### src/rtl/cfg_seq_pkg.sv
package cfg_seq_pkg;

    localparam int          WORD_W    = 32;
    localparam int          MODE_W    = 3;
    localparam logic [31:0] SYNC_WORD = 32'hAA99_5566;
    localparam logic [31:0] CRC_POLY  = 32'h04C1_1DB7;
    localparam logic [31:0] CRC_INIT  = 32'hFFFF_FFFF;

    typedef enum logic [3:0] {
        PH_CLEAR,
        PH_WAIT,
        PH_SYNC,
        PH_ID,
        PH_COUNT,
        PH_DATA,
        PH_CRC,
        PH_START,
        PH_DONE,
        PH_ERR
    } phase_e;

    typedef struct packed {
        logic [MODE_W-1:0] mode;
        logic              init_rel;
        logic              synced;
        logic              id_err;
        logic              crc_err;
        logic              done;
    } cfg_status_t;

    // One 32-bit word folded into the CRC, most significant bit first.
    function automatic logic [31:0] crc32_word(input logic [31:0] c, input logic [31:0] d);
        logic [31:0] r;
        logic        fb;
        r = c;
        for (int i = 31; i >= 0; i--) begin
            fb = r[31] ^ d[i];
            r  = {r[30:0], 1'b0};
            if (fb) r = r ^ CRC_POLY;
        end
        return r;
    endfunction

endpackage

### src/rtl/cfg_rst_sync.sv
module cfg_rst_sync #(
    parameter int STAGES = 2
) (
    input  logic clk,
    input  logic arst_n,
    output logic rst_o
);
    localparam int LAST = STAGES - 1;

    logic [LAST:0] chain_q;

    generate
        if (STAGES == 1) begin : g_one
            always_ff @(posedge clk or negedge arst_n) begin
                if (!arst_n) chain_q <= '0;
                else         chain_q <= 1'b1;
            end
        end else begin : g_many
            always_ff @(posedge clk or negedge arst_n) begin
                if (!arst_n) chain_q <= '0;
                else         chain_q <= {chain_q[LAST-1:0], 1'b1};
            end
        end
    endgenerate

    assign rst_o = ~chain_q[LAST];
endmodule

### src/rtl/cfg_crc32_acc.sv
module cfg_crc32_acc
    import cfg_seq_pkg::*;
(
    input  logic              clk,
    input  logic              rst,
    input  logic              clr,
    input  logic              upd,
    input  logic [WORD_W-1:0] data,
    output logic [31:0]       crc
);
    logic [31:0] crc_q;

    always_ff @(posedge clk) begin
        if (rst || clr) crc_q <= CRC_INIT;
        else if (upd)   crc_q <= crc32_word(crc_q, data);
    end

    assign crc = crc_q;

    // the running value moves only on a data word
    p_crc_hold_r7: assert property (@(posedge clk) disable iff (rst)
        (!upd && !clr) |=> $stable(crc_q));
endmodule

### src/rtl/cfg_phase_fsm.sv
module cfg_phase_fsm
    import cfg_seq_pkg::*;
#(
    parameter logic [31:0] DEVICE_ID    = 32'h0A5C_3E91,
    parameter int          CLEAR_CYCLES = 16,
    parameter int          START_CYCLES = 8,
    parameter int          CNT_W        = 32
) (
    input  logic              clk,
    input  logic              rst,
    input  logic              init_line,
    input  logic [MODE_W-1:0] mode_pins,
    input  logic [WORD_W-1:0] word,
    input  logic              valid,
    input  logic [31:0]       crc_val,
    output logic              crc_clr,
    output logic              crc_upd,
    output logic              pull_low,
    output cfg_status_t       stat,
    output logic              we,
    output logic [WORD_W-1:0] wdata,
    output logic              done_o
);
    localparam int TICK_MAX = (CLEAR_CYCLES > START_CYCLES) ? CLEAR_CYCLES : START_CYCLES;
    localparam int TICK_W   = $clog2(TICK_MAX + 1);
    localparam logic [TICK_W-1:0] CLR_LAST = TICK_W'(CLEAR_CYCLES - 1);
    localparam logic [TICK_W-1:0] ST_LAST  = TICK_W'(START_CYCLES - 1);

    phase_e              ph_q;
    logic [TICK_W-1:0]   tick_q;
    logic [CNT_W-1:0]    wcnt_q;
    logic [MODE_W-1:0]   mode_q;
    logic                id_err_q, crc_err_q, synced_q, we_q;
    logic [WORD_W-1:0]   wdata_q;
    logic [CNT_W-1:0]    cnt_in;
    logic                mode_lock;

    assign cnt_in = word[CNT_W-1:0];

    always_ff @(posedge clk) begin
        if (rst) begin
            ph_q      <= PH_CLEAR;
            tick_q    <= '0;
            wcnt_q    <= '0;
            mode_q    <= '0;
            id_err_q  <= 1'b0;
            crc_err_q <= 1'b0;
            synced_q  <= 1'b0;
            we_q      <= 1'b0;
            wdata_q   <= '0;
        end else begin
            we_q <= 1'b0;
            unique case (ph_q)
                PH_CLEAR: begin
                    if (tick_q == CLR_LAST) begin
                        tick_q <= '0;
                        ph_q   <= PH_WAIT;
                    end else begin
                        tick_q <= tick_q + 1'b1;
                    end
                end
                PH_WAIT: begin
                    if (init_line) begin
                        mode_q <= mode_pins;
                        ph_q   <= PH_SYNC;
                    end
                end
                PH_SYNC: begin
                    if (valid && word == SYNC_WORD) begin
                        synced_q <= 1'b1;
                        ph_q     <= PH_ID;
                    end
                end
                PH_ID: begin
                    if (valid) begin
                        if (word == DEVICE_ID) ph_q <= PH_COUNT;
                        else begin
                            id_err_q <= 1'b1;
                            ph_q     <= PH_ERR;
                        end
                    end
                end
                PH_COUNT: begin
                    if (valid) begin
                        wcnt_q <= cnt_in;
                        ph_q   <= (cnt_in == '0) ? PH_CRC : PH_DATA;
                    end
                end
                PH_DATA: begin
                    if (valid) begin
                        we_q    <= 1'b1;
                        wdata_q <= word;
                        wcnt_q  <= wcnt_q - 1'b1;
                        if (wcnt_q == CNT_W'(1)) ph_q <= PH_CRC;
                    end
                end
                PH_CRC: begin
                    if (valid) begin
                        if (word == crc_val) begin
                            tick_q <= '0;
                            ph_q   <= PH_START;
                        end else begin
                            crc_err_q <= 1'b1;
                            ph_q      <= PH_ERR;
                        end
                    end
                end
                PH_START: begin
                    if (tick_q == ST_LAST) ph_q <= PH_DONE;
                    else                   tick_q <= tick_q + 1'b1;
                end
                default: ;
            endcase
        end
    end

    assign crc_clr   = (ph_q == PH_COUNT);
    assign crc_upd   = (ph_q == PH_DATA) && valid;
    assign pull_low  = (ph_q == PH_CLEAR) || crc_err_q;
    assign mode_lock = (ph_q != PH_CLEAR) && (ph_q != PH_WAIT);
    assign done_o    = (ph_q == PH_DONE);
    assign we        = we_q;
    assign wdata     = wdata_q;

    always_comb begin
        stat          = '0;
        stat.mode     = mode_q;
        stat.init_rel = (ph_q != PH_CLEAR);
        stat.synced   = synced_q;
        stat.id_err   = id_err_q;
        stat.crc_err  = crc_err_q;
        stat.done     = done_o;
    end

    // frame writes only after synchronization
    p_we_after_sync_r6: assert property (@(posedge clk) disable iff (rst)
        we_q |-> synced_q);
    // identity and CRC errors never coexist
    p_err_exclusive_r5: assert property (@(posedge clk) disable iff (rst)
        !(id_err_q && crc_err_q));
    // identity error is sticky
    p_id_err_sticky_r5: assert property (@(posedge clk) disable iff (rst)
        id_err_q |=> id_err_q);
    // CRC error is sticky and keeps the pull
    p_crc_err_sticky_r7: assert property (@(posedge clk) disable iff (rst)
        crc_err_q |=> (crc_err_q && pull_low));
    // latched mode frozen after sampling
    p_mode_frozen_r3: assert property (@(posedge clk) disable iff (rst)
        (mode_lock && $past(mode_lock)) |-> $stable(mode_q));
    // done only on a clean load, and it stays
    p_done_clean_r8: assert property (@(posedge clk) disable iff (rst)
        done_o |-> (!crc_err_q && !id_err_q));
    p_done_sticky_r8: assert property (@(posedge clk) disable iff (rst)
        done_o |=> done_o);
endmodule

### src/rtl/cfg_load_seq.sv
module cfg_load_seq
    import cfg_seq_pkg::*;
#(
    parameter logic [31:0] DEVICE_ID    = 32'h0A5C_3E91,
    parameter int          CLEAR_CYCLES = 16,
    parameter int          START_CYCLES = 8,
    parameter int          CNT_W        = 32,
    parameter int          RST_STAGES   = 2
) (
    input  logic        clk,
    input  logic        prog_n,
    input  logic        init_line_in,
    output logic        init_pull_low,
    input  logic [2:0]  mode_pins,
    input  logic [31:0] cfg_word,
    input  logic        cfg_valid,
    output logic [7:0]  status,
    output logic        frame_we,
    output logic [31:0] frame_data,
    output logic        done
);
    logic        rst;
    logic        crc_clr, crc_upd;
    logic [31:0] crc_val;
    cfg_status_t stat;

    cfg_rst_sync #(.STAGES(RST_STAGES)) u_rst (
        .clk    (clk),
        .arst_n (prog_n),
        .rst_o  (rst)
    );

    cfg_crc32_acc u_crc (
        .clk  (clk),
        .rst  (rst),
        .clr  (crc_clr),
        .upd  (crc_upd),
        .data (cfg_word),
        .crc  (crc_val)
    );

    cfg_phase_fsm #(
        .DEVICE_ID    (DEVICE_ID),
        .CLEAR_CYCLES (CLEAR_CYCLES),
        .START_CYCLES (START_CYCLES),
        .CNT_W        (CNT_W)
    ) u_fsm (
        .clk       (clk),
        .rst       (rst),
        .init_line (init_line_in),
        .mode_pins (mode_pins),
        .word      (cfg_word),
        .valid     (cfg_valid),
        .crc_val   (crc_val),
        .crc_clr   (crc_clr),
        .crc_upd   (crc_upd),
        .pull_low  (init_pull_low),
        .stat      (stat),
        .we        (frame_we),
        .wdata     (frame_data),
        .done_o    (done)
    );

    assign status = stat;

    // reset keeps the line pulled and nothing written
    p_reset_quiet_r1: assert property (@(posedge clk)
        $past(rst) && rst |-> (!frame_we && !done && init_pull_low));
endmodule

### config.mk
export PLATFORM = sky130hd
export DESIGN_NAME = cfg_load_seq
export DESIGN_NICKNAME = d
export VERILOG_FILES = /design/src/rtl/cfg_seq_pkg.sv /design/src/rtl/cfg_rst_sync.sv /design/src/rtl/cfg_crc32_acc.sv /design/src/rtl/cfg_phase_fsm.sv /design/src/rtl/cfg_load_seq.sv
export SDC_FILE = /design/constraint.sdc
export NUM_CORES = 1
export LEC_CHECK = 0
export BUFFER_PORTS_ARGS = -buffer_cell sky130_fd_sc_hd__buf_4
export CORE_ASPECT_RATIO = 1.2
export CORE_UTILIZATION = 30
export CTS_BUF_LIST = sky130_fd_sc_hd__clkbuf_16
export CTS_CLUSTER_DIAMETER = 80
export DETAILED_ROUTE_END_ITERATION = 10
export RECOVER_POWER = 25
export SYNTH_ARGS = -nofsm -noshare
export SYNTH_HDL_FRONTEND = slang
export SYNTH_SLANG_ARGS = --single-unit
### constraint.sdc
create_clock -name clk -period 4.71 [get_ports clk]
set_input_delay 0.7065 -clock clk [delete_from_list [all_inputs] [get_ports clk]]
set_output_delay 0.7065 -clock clk [all_outputs]
set_load 0.01 [all_outputs]
* After elaboration in Yosys (flattened, before gate mapping) *
Cells that the tools add are included.

storage, ports and cells
  RAM bits = 0
  register bits after elaboration = 114
  input port bits = 39
  memories kept = 0
  bits in latches = 0
  logic and storage cells = 240
  output and inout bits = 43
  memory bits (read-only) = 0

cells by class
  shift-type cells = 0
  bitwise logic cells = 67
  $lt $le $gt $ge = 0
  $add $sub $neg = 2
  multiply operators = 0
  multiplexer cells = 116
  equality and inequality tests = 25
  reductions and logical operators = 19
  divide/modulo/power cells = 0

operators by type and width
  operator                 number
  $mux W32                 64
  $mux W27                 32
  $not A14 Y14             32
  $pmux W32 S2             1
  $mux W4                  11
  $eq A32 B1 Y1 const B    1
  $eq A32 B28 Y1 const B   1
  $eq A32 B32 Y1           1
  $eq A32 B32 Y1 const B   1
  $logic_not A32 Y1        1
  $pmux W4 S8              1
  $sub A32 B1 Y32 const B  1
  $xor A1 B1 Y1            32
  $mux W5                  4
  $eq A4 B3 Y1 const B     4
  $pmux W5 S3              1
  $ne A2 B2 Y1 const B     6
  $ne A2 B1 Y1 const B     5
  $reduce_and A10 Y1       1
  $reduce_and A3 Y1        3
  $eq A4 B2 Y1 const B     2
  $reduce_and A2 Y1        4
  $reduce_bool A8 Y1       1
  $add A5 B1 Y5 const B    1
  14 further kinds         18

* Logic depth before layout (Yosys ltp) *
Gate-level depths: netlist of run 1.

  word-level depth = 126
  gate-level depth with buffers = 11
  depth with buffers taken out = 11

* Cells and area by module *
From an unflattened synthesis of run 1, not the netlist that was laid out.

unflattened totals
  cell total of the unflattened synthesis = 992
  area total of the unflattened synthesis = 9,061.2 um^2

modules (own cells, without submodules)
  module         cells each  area each (um^2)  instances  sequential area each (um^2)
  cfg_phase_fsm  602         4,727.0           1          1,601.5
  cfg_crc32_acc  386         4,276.6           1          640.6
  cfg_rst_sync   4           57.6              1          50.0

* Worst setup path before layout of run 1 *
OpenSTA, ideal clock, no wires.

  kind = input -> register
  from = input port cfg_word[25]
  to = register u_crc.crc_q[13] (netlist: u_crc.crc[13])
  arrival = 3.810 ns
  buffers on the path = 0
  stages on the path = 9
  data required time = 4.567 ns
  setup time = 0.143 ns
  setup slack = 0.757 ns
  cell sequence = xnor2_2 xnor3_1 xor3_1 xor2_1 xnor3_1 xnor2_2 xnor3_1 xnor2_1 o211ai_1

on the way
  word-level cells in the longest chain between the ends = 82
  elaborated cells between the ends (all ways) = 110
  those cells by class = 76 x mux; 34 x bitwise

RTL lines
  item                    RTL line             RTL
  start: declaration      cfg_load_seq.sv:15   input logic [31:0] cfg_word,
  $xor A1 B1 Y1 (*)       cfg_seq_pkg.sv:37    fb = r[31] ^ d[i];
  $mux W27 (*)            cfg_seq_pkg.sv:39    if (fb) r = r ^ CRC_POLY;
  $mux W32 (*)            cfg_crc32_acc.sv:15  else if (upd) crc_q <= crc32_word(crc_q, data);
  $mux W32 (*)            cfg_crc32_acc.sv:14  if (rst || clr) crc_q <= CRC_INIT;
  $mux W27                cfg_seq_pkg.sv:39
  $mux W32 (*)            cfg_crc32_acc.sv:15
  $mux W32 (*)            cfg_crc32_acc.sv:14
  $mux W27                cfg_seq_pkg.sv:39
  (+66 left out)          n/a
  $mux W27                cfg_seq_pkg.sv:39
  $mux W32 (*)            cfg_crc32_acc.sv:15
  $mux W32 (*)            cfg_crc32_acc.sv:14
  $not A14 Y14 (no line)  n/a
  $mux W27 (*)            cfg_seq_pkg.sv:39
  $mux W32 (*)            cfg_crc32_acc.sv:15
  $mux W32 (*)            cfg_crc32_acc.sv:14
  $mux W27 (*)            cfg_seq_pkg.sv:39
  end signal: assignment  cfg_crc32_acc.sv:15
  end: declaration        cfg_crc32_acc.sv:11  logic [31:0] crc_q;

Mark *: on every way between the ends. The rest lies on a longest branch, timed or not. The select of a mux whose other input is x is not followed.
A chain may end at the register's enable or synchronous reset.

* Worst setup path in the final report of run 1 *
  from = input port cfg_word[26]
  to = register u_crc.crc_q[13] (netlist: u_crc.crc[13])

on the way
  word-level cells in the longest chain between the ends = 84
  elaborated cells between the ends (all ways) = 116
  those cells by class = 79 x mux; 37 x bitwise

RTL lines
  item                                                     RTL line
  $xor A1 B1 Y1 (*)                                        cfg_seq_pkg.sv:37
  $mux W27 (*)                                             cfg_seq_pkg.sv:39
  $mux W32 (*)                                             cfg_crc32_acc.sv:15
  $mux W32 (*)                                             cfg_crc32_acc.sv:14
  $mux W27 or $not A14 Y14 (tied branches)                 n/a
  $mux W32 (*)                                             cfg_crc32_acc.sv:15
  $mux W32 (*)                                             cfg_crc32_acc.sv:14
  $mux W27, or another cell as far along                   cfg_seq_pkg.sv:39
  (+68 left out)                                           n/a
  $mux W27 or $mux W32 (tied branches)                     cfg_seq_pkg.sv:39, cfg_crc32_acc.sv:14
  $mux W32 (*)                                             cfg_crc32_acc.sv:15
  $mux W32 (*)                                             cfg_crc32_acc.sv:14
  $not A14 Y14 (no line) or $xor A1 B1 Y1 (tied branches)  n/a
  $mux W27 (*)                                             cfg_seq_pkg.sv:39
  $mux W32 (*)                                             cfg_crc32_acc.sv:15
  $mux W32 (*)                                             cfg_crc32_acc.sv:14
  $mux W27 (*)                                             cfg_seq_pkg.sv:39

Marks and branches as above.

==> results of run 1 <==
worst paths after layout:
check / slack, ps / to
min in group clk: 360 / u_rst.chain_q[1]$_DFF_PN0_
max reg2reg: 810 / u_crc.crc[13]$_SDFFE_PP1P_
min reg2reg: 360 / u_rst.chain_q[1]$_DFF_PN0_
max in group asynchronous: 4530 / u_rst.chain_q[0]$_DFF_PN0_
max: 750 / u_crc.crc[13]$_SDFFE_PP1P_
min: 60 / u_rst.chain_q[1]$_DFF_PN0_
metrics by stage:
| step | utilization, % | cells |
|---|---|---|
| after detailed placement | 34.7 | 1341 |
| after global placement | 34.7 | 1341 |
| final | 36.4 | 1373 |
| after CTS | 36.9 | 1373 |
| after global routing | 36.4 | 1373 |
| after floorplan | - | 930 |
kinds of logic (layout without fill, tap and decap cells):
| logic type | count (synthesis) | in the layout |
|---|---|---|
| DFF | 114 | 114 |
| other | 1 | 1 |
| adders and majority gates | 7 | 7 |
| muxes | 15 | 15 |
| AOI/OAI and AO/OA | 178 | 178 |
| and+or+nand+nor | 293 | 293 |
| xor gates and xnor gates | 262 | 262 |
| buffers and inverters | 60 | 163 |
Yosys cell counts, types with 4 or more instances:
cell	number	area share (%)
sky130_fd_sc_hd__xnor3_1	33	8.9
sky130_fd_sc_hd__xor2_1	44	4.6
sky130_fd_sc_hd__buf_4	4	0.36
sky130_fd_sc_hd__nor2_1	65	2.9
sky130_fd_sc_hd__or4_1	7	0.63
sky130_fd_sc_hd__xnor2_1	147	15
sky130_fd_sc_hd__xor3_1	7	2.0
sky130_fd_sc_hd__clkbuf_1	41	1.8
sky130_fd_sc_hd__o22ai_1	5	0.38
sky130_fd_sc_hd__xnor2_2	17	3.3
sky130_fd_sc_hd__xor2_2	4	0.78
sky130_fd_sc_hd__nand2_1	138	6.2
sky130_fd_sc_hd__and3_1	4	0.30
sky130_fd_sc_hd__xnor3_2	4	1.1
sky130_fd_sc_hd__a221oi_1	4	0.42
sky130_fd_sc_hd__a21oi_1	87	5.2
sky130_fd_sc_hd__o211ai_1	22	2.0
sky130_fd_sc_hd__o221ai_1	9	0.95
sky130_fd_sc_hd__o21ai_0	23	1.4
sky130_fd_sc_hd__nand3_1	15	0.90
sky130_fd_sc_hd__a211oi_1	7	0.63
sky130_fd_sc_hd__nand4_1	14	1.1
sky130_fd_sc_hd__mux2i_1	14	1.7
sky130_fd_sc_hd__ha_1	7	1.1
sky130_fd_sc_hd__nor4_1	9	0.68
sky130_fd_sc_hd__nor3_1	21	1.3
sky130_fd_sc_hd__dfxtp_1	112	27
sky130_fd_sc_hd__inv_1	12	0.54
cell type report:
class                           instances  share of cell area (%)
Multi-Input combinational cell        756                    58.6
Sequential cell                       114                    23.1
Timing Repair Buffer                  117                    7.46
Clock buffer                           17                    4.29
Tap cell                              340                    4.29
Clock inverter                         15                    1.69
Inverter                               14                   0.530
power breakdown:
group | internal, uW | total, uW | switching [uW] | leakage (uW)
clock | 825 | 1320 | 498 | 0.000282
combinational | 3140 | 6130 | 3000 | 0.00281
sequential | 968 | 972 | 4.24 | 0.000927
total | 4930 | 8430 | 3500 | 0.00401
critical path, stage by stage:
cell	delay, ps
sky130_fd_sc_hd__buf_4	150
sky130_fd_sc_hd__xnor2_4	420
sky130_fd_sc_hd__xnor3_1	540
sky130_fd_sc_hd__xor2_1	240
sky130_fd_sc_hd__xnor2_1	550
sky130_fd_sc_hd__xnor3_1	550
sky130_fd_sc_hd__xnor3_1	440
sky130_fd_sc_hd__xor2_1	370
sky130_fd_sc_hd__xnor2_1	160
sky130_fd_sc_hd__o211ai_1	100
layer usage:
layer  vias up  track usage, %  wire length (um)  part of all wire (%)
met1      3369            23.8             11600                    41
met5         -               0                 0                     0
met3        55            3.32              1150                   4.1
li1       3390               -                 -                     -
met4         0            9.80              1150                   4.1
met2       227            35.8             14200                    51
flip-flops by register name, indices dropped and copies added, names as in the netlist:
name / count
u_fsm.mode_q: 3
u_fsm.crc_err_q: 1
u_fsm.ph_q: 4
u_crc.crc: 32
u_rst.chain_q: 2
u_fsm.synced_q: 1
u_fsm.tick_q: 5
u_fsm.id_err_q: 1
u_fsm.wdata: 32
u_fsm.we: 1
u_fsm.wcnt_q: 32
==> summary.txt, run 1 <==
Run status
  – Outcome: finished, final reports clean

Synthesis
  – Portion of netlist area occupied by mux cells: 1.82%
  – Synthesized-area fraction occupied by ao, oa, aoi and oai cells: 12.9%
  – Combinational family with the most area after synthesis: XOR/XNOR gates
  – Number of register bits inferred by synthesis: 114
  – Synthesized netlist net count: 976
  – Post-synth ARST share: 1.75%
  – Cells after synthesis: 930
  – Xor-xnor portion of the synthesized cell area: 38.2%
  – Post-Synth Adder-Cell Area: 1.05%
  – Synth unique cells: 59
  – Yosys Warn Count: 0
  – Part of the Yosys area used for sequential elements: 27.5%
  – Post-synthesis simple-gate area fraction: 15.6%
  – Mean instance size in the synthesized netlist: 8.97 sq um
  – EDFF count, synth: 0
  – Most used DFF post-synth: sky130_fd_sc_hd__dfxtp_1
  – Cell area after synthesis: 8340 sq um

STA
  – Max Transition Viols Final: 0
  – Final critical-path share of the clock period: 84.1%
  – Actual slew at the worst max-slew pin: 794 ps
  – Post-Route Skew: 11.6 ps
  – Final min period: 3960 ps
  – Final hold vios: 0
  – Slew HR: 47.1%
  – Setup TNS Final: 0 ps
  – Worst path setup slack after routing: 747 ps
  – Achievable clock frequency: 0.252 GHz
  – Final setup vio count: 0
  – Worst slack on hold paths: 58.2 ps
  – RSZ-0062 raised after global routing: false

Global route
  – Vias in the first global route: 6,817
  – Global-route usage over all layers: 20.3%
  – GR Overflow Total: 0
  – Initial antenna violation count: 0
  – Global-route wire length before repair: 42.2 mm
  – Maximum number of pins on one net before global-route repair: 69

Setup path
  – Worst-path fanout max: 8
  – Data arrival time of the worst path: 4250 ps
  – CP required: 4990 ps
  – Sort of element at the end of the critical path: register
  – Startpoint types: input port
  – Worst Setup Path Type: in2reg
  – Number of cells on the worst reg-to-reg path: 9
  – Critical path launch point: cfg_word[26]
  – Origin of the critical flop-to-flop path: u_crc.crc[26]$_SDFFE_PP1P_

Clock tree
  – Root buffer selected by CTS: sky130_fd_sc_hd__clkbuf_16
  – Clock sinks: 114
  – Clock H-tree levels: 4
  – Hold-fix buffers at CTS: 0
  – Count of buffers added by post-CTS timing repair for setup: 0
  – Post-CTS sizing: 0
  – CTS tree: yes
  – Clock latency on the worst-skew pair: 430 ps
  – Inserted Clock Buffers: 17
  – Register clock-pin slew on the reported worst setup and hold paths: 60 ps
  – Buffer depth of the longest clock path: 2

Layout
  – Net count, final: 1,066
  – Leading cell types in the layout, fill and taps excluded: sky130_fd_sc_hd__xnor2_1, sky130_fd_sc_hd__nand2_1, sky130_fd_sc_hd__dfxtp_1
  – FF/Latch Area: 2290 sq um
  – Count of fill cells added during filler insertion: 2,792
  – Leading cell type in the layout, fill and taps excluded: sky130_fd_sc_hd__xnor2_1
  – Layout Cell Area excl Fill: 9920 sq um
  – Fraction of final layout cells with drive strength greater than 1: 14.3%
  – Number of antenna diodes: 0
  – Total area of multi-input combinational cells: 5810 sq um
  – Area added between synthesis and finish: 18.9%

Floorplanning
  – Vert. Die Dim: 185 um
  – Horizontal die dimension: 154 um
  – Starting utilization of the core area: 30.6%
  – Boundary Pins: 82
  – Area of the die: 28,500 sq um
  – Floorplan row count: 66
  – Core region area: 27,300 sq um

Detailed routing
  – Remaining number of nets flagged by the antenna check after routing: 0
  – Routed WL per cell: 20.5 um
  – Total wirelength of the detailed-routed design: 28.2 mm
  – Number of DRC markers after the initial detailed-route iteration: 405
  – Post-DR vias/cell: 5.13
  – Overall via count from detail_route: 7,041
  – Detailed Routing Iterations Pass 1: 5
  – DRC violations left: 0

Job
  – Maximum Capacitance Violations: 0

Placed design
  – HPWL Detailed: 21.2 mm
  – Total cell area at the placement stage: 9460 sq um
  – Final Wtd Congestion: 0.928
  – Placement-stage worst setup slack: 358 ps
  – Count of input and output buffers: 81

Hold path
  – Worst min path class: in2async

Power and ir drop
  – Worst vdd rail ir drop: 0.586 mV
  – Static Leak: 0.00401 uW
  – Power per Cell Area: 850 nW/um^2
  – Total Power Consumption: 8430 uW
Note: power is estimated with default switching activity, not from simulation.
==> run 2: changes to the inputs <==
==> constraint.sdc (replaced) <==
create_clock -name clk -period 3.55 [get_ports clk]
set_input_delay 0.5325 -clock clk [delete_from_list [all_inputs] [get_ports clk]]
set_output_delay 0.5325 -clock clk [all_outputs]
set_load 0.01 [all_outputs]
==> run 2 against run 1 <==
Against the previous run: clock skew fell by 4.3 ps; via count rose by 5.2%; sequential share of layout area fell by 2.0 points; sequential cell count did not move; core utilization rose by 3.4 points.
==> summary.txt, run 2 (synthesized netlist as in run 1, its figures left out) <==
Floorplanning
  – Vert. Die Dim: 185 um
  – Core region area: 27,300 sq um
  – Starting utilization of the core area: 30.6%
  – Horizontal die dimension: 154 um
  – Boundary Pins: 82
  – Floorplan row count: 66
  – Area of the die: 28,500 sq um

Global route
  – Vias in the first global route: 7,157
  – Global-route usage over all layers: 20.1%
  – Initial antenna violation count: 0
  – GR Overflow Total: 0
  – Maximum number of pins on one net before global-route repair: 69
  – Global-route wire length before repair: 42.3 mm

Detailed routing
  – Total wirelength of the detailed-routed design: 28.2 mm
  – Number of DRC markers after the initial detailed-route iteration: 480
  – Routed WL per cell: 19.1 um
  – Remaining number of nets flagged by the antenna check after routing: 0
  – Post-DR vias/cell: 5.02
  – Detailed Routing Iterations Pass 1: 5
  – Overall via count from detail_route: 7,409
  – DRC violations left: 0

Layout
  – Count of fill cells added during filler insertion: 2,740
  – Non-filler cells in the finished layout: 1,477
  – Leading cell types in the layout, fill and taps excluded: sky130_fd_sc_hd__buf_4, sky130_fd_sc_hd__xnor2_1, sky130_fd_sc_hd__nand2_1
  – Area added between synthesis and finish: 30.0%
  – Net count, final: 1,170
  – Leading cell type in the layout, fill and taps excluded: sky130_fd_sc_hd__buf_4
  – Number of antenna diodes: 0
  – Fraction of final layout cells with drive strength greater than 1: 23.0%

Clock tree
  – Clock sinks: 114
  – Register clock-pin slew on the reported worst setup and hold paths: 60 ps
  – CTS tree: yes
  – Count of buffers added by post-CTS timing repair for setup: 0
  – Buffer depth of the longest clock path: 2
  – Clock H-tree levels: 4
  – Root buffer selected by CTS: sky130_fd_sc_hd__clkbuf_16
  – Inserted Clock Buffers: 17
  – Clock latency on the worst-skew pair: 430 ps

Hold path
  – Origin of the worst min-delay path: mode_pins[0]
  – Worst min path class: in2reg
  – Worst hold endpoint: u_fsm.mode_q[0]$_SDFFE_PN0P_
  – Depth of the worst hold-timing path: 3

Setup path
  – Setup slack, reg-to-reg: 150 ps
  – Worst-path fanout max: 4
  – Combined buffer and inverter count along the critical path: 1
  – Cell with the largest stage delay on the worst path: sky130_fd_sc_hd__xnor3_2
  – Highest cell delay on the worst timing path: 540 ps
  – Cell family with most CP delay: XOR/XNOR gates
  – Startpoint types: register
  – Sort of element at the end of the critical path: register
  – Data arrival time of the worst path: 3700 ps
  – CP Cell Sequence: xnor2_2 -> xnor3_2 -> xnor2_2 -> xor2_4 -> buf_4 -> xor2_2 -> xor2_2 -> xnor3_1 -> xnor3_1 -> o211ai_2
  – Worst Setup Path Type: reg2reg
  – CP required: 3850 ps
  – Origin of the critical flop-to-flop path: u_crc.crc[22]$_SDFFE_PP1P_
  – Number of cells on the worst reg-to-reg path: 10
  – Capturing point of the worst reg2reg path: u_crc.crc[15]$_SDFFE_PP1P_

STA
  – Max Transition Viols Final: 0
  – Worst slack on hold paths: 341 ps
  – Actual slew at the worst max-slew pin: 797 ps
  – Setup TNS Final: 0 ps
  – Final hold vios: 0
  – Final setup vio count: 0
  – Achievable clock frequency: 0.294 GHz
  – Final critical-path share of the clock period: 95.7%
  – Slew HR: 46.9%
  – Final min period: 3400 ps
  – Worst path setup slack after routing: 153 ps
  – Post-Route Skew: 7.32 ps

Power and ir drop
  – Power per Cell Area: 1120 nW/um^2
  – Static Leak: 0.00458 uW
  – Worst vdd rail ir drop: 0.847 mV
  – Total Power Consumption: 12,100 uW

Placed design
  – Count of input and output buffers: 81
  – Placement-stage worst setup slack: -183 ps
  – Number of cells after detailed placement: 1,444
  – Final Wtd Congestion: 0.928
  – HPWL Detailed: 22.0 mm

Run status
  – Outcome: finished, final reports clean

Job
  – Maximum Capacitance Violations: 0
run 2: what timing repair did:
| item | in CTS | in global routing |
|---|---|---|
| gates resized for setup | 0 | 5 |
| endpoints found under the hold margin | 2 | 0 |
| hold buffers | 1 | 0 |
| setup endpoints to repair | 0 | 12 |
run 2: power breakdown:
part	leakage [uW]	internal, uW	switching, uW
logic	0.00336	5150	3960
registers	0.000926	1280	5.24
clock network	0.000285	1080	639
run 2: worst max path at each step:
stage | from | end | cells after the start
6_report | u_crc.crc[22]$_SDFFE_PP1P_ | u_crc.crc[15]$_SDFFE_PP1P_ | 10
5_1_grt | u_crc.crc[21]$_SDFFE_PP1P_ | u_crc.crc[13]$_SDFFE_PP1P_ | 9
4_1_cts | u_crc.crc[26]$_SDFFE_PP1P_ | u_crc.crc[13]$_SDFFE_PP1P_ | 11
3_5_place_dp | cfg_word[26] | u_crc.crc[13]$_SDFFE_PP1P_ | 12
3_3_place_gp | cfg_word[26] | u_crc.crc[13]$_SDFFE_PP1P_ | 12
2_1_floorplan | cfg_word[30] | u_crc.crc[15]$_SDFFE_PP1P_ | 9
run 2: tightest hold or removal path, cell delays in order:
cell                      delay (ps)
sky130_fd_sc_hd__buf_4            70
sky130_fd_sc_hd__mux2i_1          50
sky130_fd_sc_hd__nor2_1           80
run 2: layout make-up:
cell class | count | area, sq um | share of cell area, %
clock buffer | 17 | 425 | 3.92
clock inverter | 15 | 149 | 1.37
inverter | 14 | 52.6 | 0.485
multi-input combinational | 756 | 5960 | 55.0
sequential | 114 | 2290 | 21.2
tap | 340 | 425 | 3.92
timing repair buffer | 221 | 1540 | 14.2
run 2: per-stage QoR:
step	utilization (%)	instance area [sq um]
2_1_floorplan	-	8460
3_3_place_gp	38.0	10400
3_5_place_dp	38.0	10400
4_1_cts	40.2	11000
5_1_grt	39.8	10800
6_report	39.8	10800
run 2: per-layer routing:
metal	up-vias	global-route usage, %	routed length [um]
met5	-	0	0
met4	0	7.40	709
met1	3576	24.3	11900
met3	36	2.77	1150
li1	3596	-	-
met2	201	36.1	14400
==> run 3: changes to the inputs <==
--- a/config.mk
+++ b/config.mk
@@ -6,11 +6,14 @@
 export NUM_CORES = 1
 export LEC_CHECK = 0
 export BUFFER_PORTS_ARGS = -buffer_cell sky130_fd_sc_hd__buf_4
+export CELL_PAD_IN_SITES_DETAIL_PLACEMENT = 0
+export CELL_PAD_IN_SITES_GLOBAL_PLACEMENT = 1
 export CORE_ASPECT_RATIO = 1.2
 export CORE_UTILIZATION = 30
 export CTS_BUF_LIST = sky130_fd_sc_hd__clkbuf_16
 export CTS_CLUSTER_DIAMETER = 80
 export DETAILED_ROUTE_END_ITERATION = 10
+export PLACE_DENSITY_LB_ADDON = 0.1
 export RECOVER_POWER = 25
 export SYNTH_ARGS = -nofsm -noshare
 export SYNTH_HDL_FRONTEND = slang
==> run 3 against run 2 <==
Against the previous run: register-to-register slack is essentially flat; routed wire length grew 11%; power grew 6.1%; first-iteration DRC count grew 6.9%; final area grew 2.1%; hold slack gained 4.6 ps; fmax shrank 0.37%; non-clock buffer count grew 21; cell count grew 1.4%; critical path type unchanged; largest power group unchanged.
==> summary.txt, run 3 (synthesized netlist as in run 1, its figures left out) <==
Layout
  – Net count, final: 1,191
  – Fraction of final layout cells with drive strength greater than 1: 24.8%
  – Number of antenna diodes: 0
  – Leading cell types in the layout, fill and taps excluded: sky130_fd_sc_hd__buf_4, sky130_fd_sc_hd__xnor2_1, sky130_fd_sc_hd__nand2_1
  – Area added between synthesis and finish: 32.7%
  – Non-filler cells in the finished layout: 1,497
  – Leading cell type in the layout, fill and taps excluded: sky130_fd_sc_hd__buf_4

Global route
  – Vias in the first global route: 7,399
  – Global-route usage over all layers: 22.9%
  – Global-route wire length before repair: 47.3 mm
  – Initial antenna violation count: 0
  – GR Overflow Total: 0
  – Maximum number of pins on one net before global-route repair: 69

STA
  – Max Transition Viols Final: 0
  – Slew HR: 43.2%
  – Achievable clock frequency: 0.293 GHz
  – Actual slew at the worst max-slew pin: 852 ps
  – Worst slack on hold paths: 345 ps
  – Final hold vios: 0
  – Final critical-path share of the clock period: 96.1%
  – Final min period: 3410 ps
  – Final setup vio count: 0
  – RSZ-0062 raised after global routing: true
  – Worst path setup slack after routing: 140 ps
  – Post-Route Skew: 13.3 ps

Run status
  – Outcome: finished, final reports clean

Hold path
  – Worst min path class: reg2reg
  – Origin of the worst min-delay path: u_rst.chain_q[0]$_DFF_PN0_
  – Worst hold endpoint: u_rst.chain_q[1]$_DFF_PN0_
  – Depth of the worst hold-timing path: 0

Detailed routing
  – DRC violations left: 0
  – Detailed Routing Iterations Pass 1: 5
  – Routed WL per cell: 21.0 um
  – Total wirelength of the detailed-routed design: 31.4 mm
  – Total length of routed met3 wires: 811 um
  – Remaining number of nets flagged by the antenna check after routing: 0
  – Length of routed met2 wiring: 16.4 mm
  – Number of DRC markers after the initial detailed-route iteration: 513
  – Overall via count from detail_route: 7,327
  – Post-DR vias/cell: 4.89
  – Met1 Routed Length: 13.4 mm
  – Top routing layer used: met4

Clock tree
  – Buffer depth of the longest clock path: 2
  – Clock sinks: 114
  – Clock H-tree levels: 4
  – Inserted Clock Buffers: 17
  – Clock latency on the worst-skew pair: 430 ps
  – Root buffer selected by CTS: sky130_fd_sc_hd__clkbuf_16
  – Register clock-pin slew on the reported worst setup and hold paths: 60 ps
  – CTS tree: yes

Floorplanning
  – Boundary Pins: 82
  – Horizontal die dimension: 154 um
  – Core region area: 27,300 sq um
  – Area of the die: 28,500 sq um
  – Vert. Die Dim: 185 um
  – Floorplan row count: 66
  – Starting utilization of the core area: 30.6%

Setup path
  – Worst-path fanout max: 3
  – Sort of element at the end of the critical path: register
  – Setup slack, reg-to-reg: 140 ps
  – CP required: 3850 ps
  – Number of cells on the worst reg-to-reg path: 12
  – Critical path launch point: u_crc.crc[26]$_SDFFE_PP1P_
  – Worst Setup Path Type: reg2reg
  – Startpoint types: register
  – Capturing point of the worst reg2reg path: u_crc.crc[15]$_SDFFE_PP1P_
  – Data arrival time of the worst path: 3710 ps
  – Origin of the critical flop-to-flop path: u_crc.crc[26]$_SDFFE_PP1P_

Placed design
  – Number of cells after detailed placement: 1,465
  – HPWL Detailed: 24.3 mm
  – Final Wtd Congestion: 0.889
  – Placement-stage worst setup slack: -365 ps
  – Count of input and output buffers: 81

Power and ir drop
  – Total Power Consumption: 12,900 uW
  – Static Leak: 0.00471 uW
  – Worst vdd rail ir drop: 1.22 mV
  – Power per Cell Area: 1160 nW/um^2

Job
  – Maximum Capacitance Violations: 0
==> run 3: cell types whose count changed in the layout (fill, tap and decap cells not counted), moves of 2 or more <==
cell,change
sky130_fd_sc_hd__xnor2_2,+2
sky130_fd_sc_hd__clkinv_1,-3
sky130_fd_sc_hd__xnor2_1,-2
sky130_fd_sc_hd__bufinv_16,+2
sky130_fd_sc_hd__buf_4,+22
==> run 3: final cells by class <==
cell class / instances / area, sq um
Timing Repair Buffer: 242 / 1700
Clock buffer: 17 / 425
Tap cell: 340 / 425
Clock inverter: 14 / 196
Sequential cell: 114 / 2290
Inverter: 14 / 52.6
Fill cell: 2835 / 16200
Multi-Input combinational cell: 756 / 5970
==> run 3: timing repair <==
item                                    in CTS  in global routing
hold buffers                                 1                  0
endpoints found under the setup margin      10                 15
buffers inserted                             0                  0
gates resized for setup                      3                  4
hold endpoints to repair                     2                  0
pin swaps                                    0                  2
==> run 3: how the worst max path moves through the flow <==
stage | end | slack (ps) | depth (start not counted)
finish | u_crc.crc[15]$_SDFFE_PP1P_ | 140 | 12
detailed placement | u_crc.crc[24]$_SDFFE_PP1P_ | -370 | 13
CTS | u_crc.crc[24]$_SDFFE_PP1P_ | 10 | 12
global placement | u_crc.crc[24]$_SDFFE_PP1P_ | -430 | 13
global route | u_crc.crc[15]$_SDFFE_PP1P_ | -20 | 11
floorplan | u_crc.crc[15]$_SDFFE_PP1P_ | -20 | 9
==> run 3: through the flow <==
stage                     util (%)  cell area [sq um]  setup TNS, ps
after global routing          40.6              11100          -24.3
after detailed placement      38.6              10500          -3390
final                         40.6              11100              0
after global placement        38.6              10500          -4310
after CTS                     41.0              11200              0
after floorplan                  -               8460          -35.4
==> run 3: where the power goes <==
group	total, uW	internal (uW)	leakage (uW)	switching, uW
Sequential	1290	1280	0.000926	4.94
Clock	1880	1230	0.000310	652
Combinational	9690	5430	0.00348	4260
==> run 3: critical path: stages, from the launching register on <==
cell                       delay [ps]
sky130_fd_sc_hd__dfxtp_2          370
sky130_fd_sc_hd__xnor2_4          150
sky130_fd_sc_hd__buf_4            160
sky130_fd_sc_hd__xnor2_2          160
sky130_fd_sc_hd__buf_4            160
sky130_fd_sc_hd__xnor2_1          280
sky130_fd_sc_hd__xor3_2           560
sky130_fd_sc_hd__xnor2_4          180
sky130_fd_sc_hd__buf_4            150
sky130_fd_sc_hd__xnor2_1          250
sky130_fd_sc_hd__xnor3_1          390
sky130_fd_sc_hd__xnor3_1          390
sky130_fd_sc_hd__o211ai_2          70
==> run 3: routing by layer <==
metal	track usage (%)	vias to the layer above
met5	0	-
met4	8.32	0
met3	3.06	40
met2	41.7	127
met1	27.5	3531
li1	-	3629
